--- src/rtl/bcd7_pkg.sv ---
package bcd7_pkg;
   localparam int unsigned DIGIT_W = 4;
   localparam int unsigned SEG_W   = 7;

   typedef logic [SEG_W-1:0]   seg_t;   // active-high lit mask, bit0 = a
   typedef logic [DIGIT_W-1:0] digit_t;

   typedef enum logic [1:0] {
      MODE_DECODE = 2'd0,
      MODE_RIPPLE = 2'd1,
      MODE_LAMP   = 2'd2,
      MODE_FORCE  = 2'd3
   } mode_t;

   // Lit-segment mask for one code, bit order {g,f,e,d,c,b,a}
   function automatic seg_t glyph_of(input digit_t code);
      seg_t m;
      case (code)
         4'd0:    m = 7'b011_1111;
         4'd1:    m = 7'b000_0110;
         4'd2:    m = 7'b101_1011;
         4'd3:    m = 7'b100_1111;
         4'd4:    m = 7'b110_0110;
         4'd5:    m = 7'b110_1101;
         4'd6:    m = 7'b111_1100;
         4'd7:    m = 7'b000_0111;
         4'd8:    m = 7'b111_1111;
         4'd9:    m = 7'b110_0111;
         4'd10:   m = 7'b101_1000;
         4'd11:   m = 7'b100_1100;
         4'd12:   m = 7'b110_0010;
         4'd13:   m = 7'b110_1001;
         4'd14:   m = 7'b111_1000;
         default: m = 7'b000_0000;
      endcase
      return m;
   endfunction
endpackage

--- src/rtl/bcd7_glyph.sv ---
module bcd7_glyph
   import bcd7_pkg::*;
#(
   parameter int unsigned CODE_W = DIGIT_W,
   parameter int unsigned OUT_W  = SEG_W
) (
   input  logic [CODE_W-1:0] code,
   output logic [OUT_W-1:0]  lit
);
   if (CODE_W != DIGIT_W) begin : g_bad_code_w
      $error("bcd7_glyph: CODE_W must equal %0d", DIGIT_W);
   end
   if (OUT_W != SEG_W) begin : g_bad_out_w
      $error("bcd7_glyph: OUT_W must equal %0d", SEG_W);
   end

   always_comb begin
      lit = glyph_of(code);
   end
endmodule

--- src/rtl/bcd7_ctrl.sv ---
module bcd7_ctrl
   import bcd7_pkg::*;
#(
   parameter int unsigned CODE_W = DIGIT_W
) (
   input  logic [CODE_W-1:0] code,
   input  logic              lamp_test_n,
   input  logic              rb_in_n,
   input  logic              blank_in_n,
   output logic              node_n,
   output mode_t             mode
);
   localparam logic [CODE_W-1:0] ZERO = '0;

   logic zero_req;   // this digit asks to be suppressed
   always_comb begin
      zero_req = (code == ZERO) && !rb_in_n && lamp_test_n;
      // shared node: external driver and internal pull both may pull low
      node_n   = blank_in_n & ~zero_req;
      if (!node_n)
         mode = blank_in_n ? MODE_RIPPLE : MODE_FORCE;
      else if (!lamp_test_n)
         mode = MODE_LAMP;
      else
         mode = MODE_DECODE;
   end
endmodule

--- src/rtl/bcd7_drive.sv ---
module bcd7_drive
   import bcd7_pkg::*;
#(
   parameter int unsigned OUT_W = SEG_W
) (
   input  mode_t            mode,
   input  logic [OUT_W-1:0] lit,
   output logic [OUT_W-1:0] seg_n
);
   for (genvar s = 0; s < OUT_W; s++) begin : g_seg
      always_comb begin
         case (mode)
            MODE_LAMP:   seg_n[s] = 1'b0;
            MODE_DECODE: seg_n[s] = ~lit[s];
            default:     seg_n[s] = 1'b1;
         endcase
      end
   end
endmodule

--- src/rtl/bcd7_decoder.sv ---
module bcd7_decoder
   import bcd7_pkg::*;
#(
   parameter int unsigned CODE_W = DIGIT_W,
   parameter int unsigned OUT_W  = SEG_W
) (
   input  logic [CODE_W-1:0] digit,
   input  logic              lamp_test_n,
   input  logic              rb_in_n,
   input  logic              blank_in_n,
   output logic              rb_out_n,
   output logic [OUT_W-1:0]  seg_n
);
   mode_t            mode;
   logic [OUT_W-1:0] lit;

   bcd7_ctrl #(.CODE_W(CODE_W)) u_ctrl (
      .code        (digit),
      .lamp_test_n (lamp_test_n),
      .rb_in_n     (rb_in_n),
      .blank_in_n  (blank_in_n),
      .node_n      (rb_out_n),
      .mode        (mode)
   );

   bcd7_glyph #(.CODE_W(CODE_W), .OUT_W(OUT_W)) u_glyph (
      .code (digit),
      .lit  (lit)
   );

   bcd7_drive #(.OUT_W(OUT_W)) u_drive (
      .mode  (mode),
      .lit   (lit),
      .seg_n (seg_n)
   );
endmodule

--- config.mk ---
export PLATFORM = sky130hd
export DESIGN_NAME = bcd7_decoder
export DESIGN_NICKNAME = d
export VERILOG_FILES = /design/src/rtl/bcd7_pkg.sv /design/src/rtl/bcd7_glyph.sv /design/src/rtl/bcd7_ctrl.sv /design/src/rtl/bcd7_drive.sv /design/src/rtl/bcd7_decoder.sv
export SDC_FILE = /design/constraint.sdc
export NUM_CORES = 1
export LEC_CHECK = 0
export BUFFER_PORTS_ARGS = -buffer_cell sky130_fd_sc_hd__buf_2
export CAP_MARGIN = 40
export CELL_PAD_IN_SITES_DETAIL_PLACEMENT = 0
export CELL_PAD_IN_SITES_GLOBAL_PLACEMENT = 2
export CORE_AREA = 2 2 39 41
export DETAILED_ROUTE_END_ITERATION = 6
export DIE_AREA = 0 0 41 43
export PLACE_DENSITY_LB_ADDON = 0.25
export SYNTH_ARGS = -nofsm -noshare
export SYNTH_HDL_FRONTEND = slang
export SYNTH_HIERARCHICAL = 1
export SYNTH_SLANG_ARGS = --single-unit
export TNS_END_PERCENT = 100
--- constraint.sdc ---
create_clock -name vclk -period 1.8
set_clock_uncertainty 0.15 [all_clocks]
set_input_delay 0.36 -clock vclk [all_inputs]
set_output_delay 0.36 -clock vclk [all_outputs]
set_load 0.005 [all_outputs]
==> flow_metrics.env <==
export IMPL_failed_checks="negative setup slack"
export IMPL_fp_dieH_um=43
export IMPL_power_density_nw_per_um2=215
export IMPL_placementRows=14
export IMPL_grt_max_degree=12
export IMPL_cp_start_kind="input port"
export IMPL_max_vdd_ir_drop_mv=0.0951
export IMPL_track_usage_pct=10.6
export IMPL_area_delta_synth_final_pct=59.4
export IMPL_swShare_pct=46.1
export IMPL_cp_slowest_cell="or4b_4"
export IMPL_crit_fanout=7
export IMPL_drc=0
export IMPL_cp_end_kind="primary output"
export IMPL_max_slew_worst_pin_slew_ps=296
export IMPL_pwr_share_seq_pct=0
export IMPL_n_sequential_cell=0
export IMPL_synth_area_leaders="o21bai_1, ha_1, mux2i_1"
export IMPL_grt_setup_unrepaired="true"
export IMPL_wl_met2_um=426
export IMPL_wirelength_um=764
export IMPL_avgViaCountPerCell=4.54
export IMPL_grt_pass1_vias=320
export IMPL_ys_warn_count=6
export IMPL_postSynthAreaPerCell_um2=7.57
export IMPL_worst_ep_arrival_time_ps=1570
export IMPL_dr_total_vias=336
export IMPL_hold_slack_ps=926
export IMPL_path_cells="buf_6 -> or4b_4 -> o31ai_4 -> o21bai_1 -> buf_2"
export IMPL_cellInternalPower_uw=51.7
export IMPL_period_minus_slack_ps=2080
export IMPL_grt_remaining_overflow=0
export IMPL_portBuffers=15
export IMPL_p_switching_uw=44.3
export IMPL_grt_pass1_wl_mm=1.38
export IMPL_crit_type="input port to primary output"
export IMPL_final_seq_area_um2=0
export IMPL_synth_nets=48
export IMPL_hold_class="input port to primary output"
export IMPL_finalCritPeriodShare_pct=115
export IMPL_syn_area_um2=280
export IMPL_met3_wirelength_um=27
export IMPL_final_cell_count_no_fill=74
export IMPL_pwr_share_comb_pct=100.0
export IMPL_synth_area_leader_cell="o21bai_1"
export IMPL_clockBufferCount=0
export IMPL_maxSlewViolCount=0
export IMPL_diodes=0
export IMPL_yosysSeqAreaShare_pct=0
export IMPL_critical_path_top_delay_family="simple AND/OR/NAND/NOR gates"
export IMPL_wl_met1_um=310
export IMPL_initial_core_util_pct=20.3
export IMPL_hpwl_um=664
export IMPL_slew_headroom_pct=80.2
export IMPL_path_buf_inv=2
export IMPL_critical_path_max_stage_delay_ps=540
export IMPL_gp_congestion=0.650
export IMPL_fmax_ghz=0.481
export IMPL_drtPass1Iterations=1
export IMPL_drive_gt1_share_pct=48.3
export IMPL_final_nets=71
export IMPL_dp_cells=74
export IMPL_setup_viol=8
export IMPL_top_layer="met3"
export IMPL_maxCapViolations=0
export IMPL_final_core_util_pct=32.3
export IMPL_timing_final_ws_setup_ps=-278
export IMPL_fin_area_um2=447
export IMPL_leakage_nw=0.232
export IMPL_required_ps=1290
export IMPL_synthCells=37
export IMPL_core_um2=1380
export IMPL_status="finished with violations"
export IMPL_io_pins=15
export IMPL_die_x_um=41
export IMPL_clock_power_share_pct=0
export IMPL_placed_area_um2=434
export IMPL_antenna_found_initial=0
export IMPL_setup_tns_ps=-1990
export IMPL_ant_nets=0
export IMPL_netlist_area_leader_share_pct=18.8
export IMPL_post_cts_buffers=0
export IMPL_fill_cells=152
export IMPL_drtIter0Drc=0
export IMPL_timing_final_hold_violations=0
export IMPL_ys_types=19
export IMPL_post_drt_wl_per_cell_um=10.3
export IMPL_die_area_um2=1760
==> logic make-up after synthesis <==
family,synth area share [%]
fa+ha+maj,17.9
buf+inv,12.1
mux,10.7
compound gates,38.4
simple gates,21.0
==> final cells by class <==
| type | count | area [um^2] | share of cell area (%) |
|---|---|---|---|
| Inverter | 4 | 15.0 | 3.36 |
| Timing Repair Buffer | 23 | 148 | 33.1 |
| Tap cell | 16 | 20.0 | 4.48 |
| Multi-Input combinational cell | 31 | 264 | 59.1 |
==> placed cells by master, fill, tap and decap left out, drive strengths merged, types with 2 or more instances in the layout <==
| master | Yosys | final |
|---|---|---|
| buf | 2 | 23 |
| nand2 | 2 | 2 |
| a21oi | 3 | 3 |
| ha | 4 | 4 |
| nor2b | 2 | 2 |
| o21bai | 7 | 7 |
| inv | 4 | 4 |
| mux2i | 3 | 3 |
| nor3 | 2 | 2 |
| o31a | 2 | 2 |
==> cells in the mapped netlist <==
library cell / count
inv_1: 3
a21oi_1: 3
nor2b_1: 1
o31a_1: 2
a21o_1: 1
nor3_1: 2
buf_6: 1
o21bai_1: 7
nand2_1: 2
mux2i_1: 3
inv_2: 1
buf_4: 1
nor2_1: 1
nor2b_4: 1
and3_2: 1
o31ai_1: 1
o211ai_1: 1
ha_1: 4
or4b_1: 1
==> timing repair <==
item | CTS | global route
hold buffers | 0 | 0
hold endpoints to repair | 0 | 0
setup endpoints to repair | 8 | 8
resized for setup | 2 | 0
pin swaps | 2 | 0
==> through the flow <==
stage	power (mW)	setup WS, ps
detailed placement	0.0951	-341
global placement	0.0969	-340
finish	0.0959	-278
global route	0.109	-339
floorplan	0.0520	-50.1
CTS	0.0979	-285
==> worst paths after layout <==
| path | start | endpoint | cells after the start |
|---|---|---|---|
| worst min-delay path | blank_in_n | rb_out_n | 3 |
| worst max-delay path | rb_in_n | seg_n[6] | 5 |
==> power by group through the flow <==
stage	logic (mW)	clock network, mW	registers [mW]
finish	0.0959	0	0
global route	0.109	0	0
CTS	0.0979	0	0
detailed placement	0.0951	0	0
global placement	0.0969	0	0
floorplan	0.0520	0	0
==> routing by layer <==
layer / up-vias / track usage (%)
met5: - / 0
met4: 0 / 0
met3: 0 / 0
met2: 8 / 20.0
met1: 151 / 13.3
li1: 177 / -
Power figures use the tool's default switching activity.
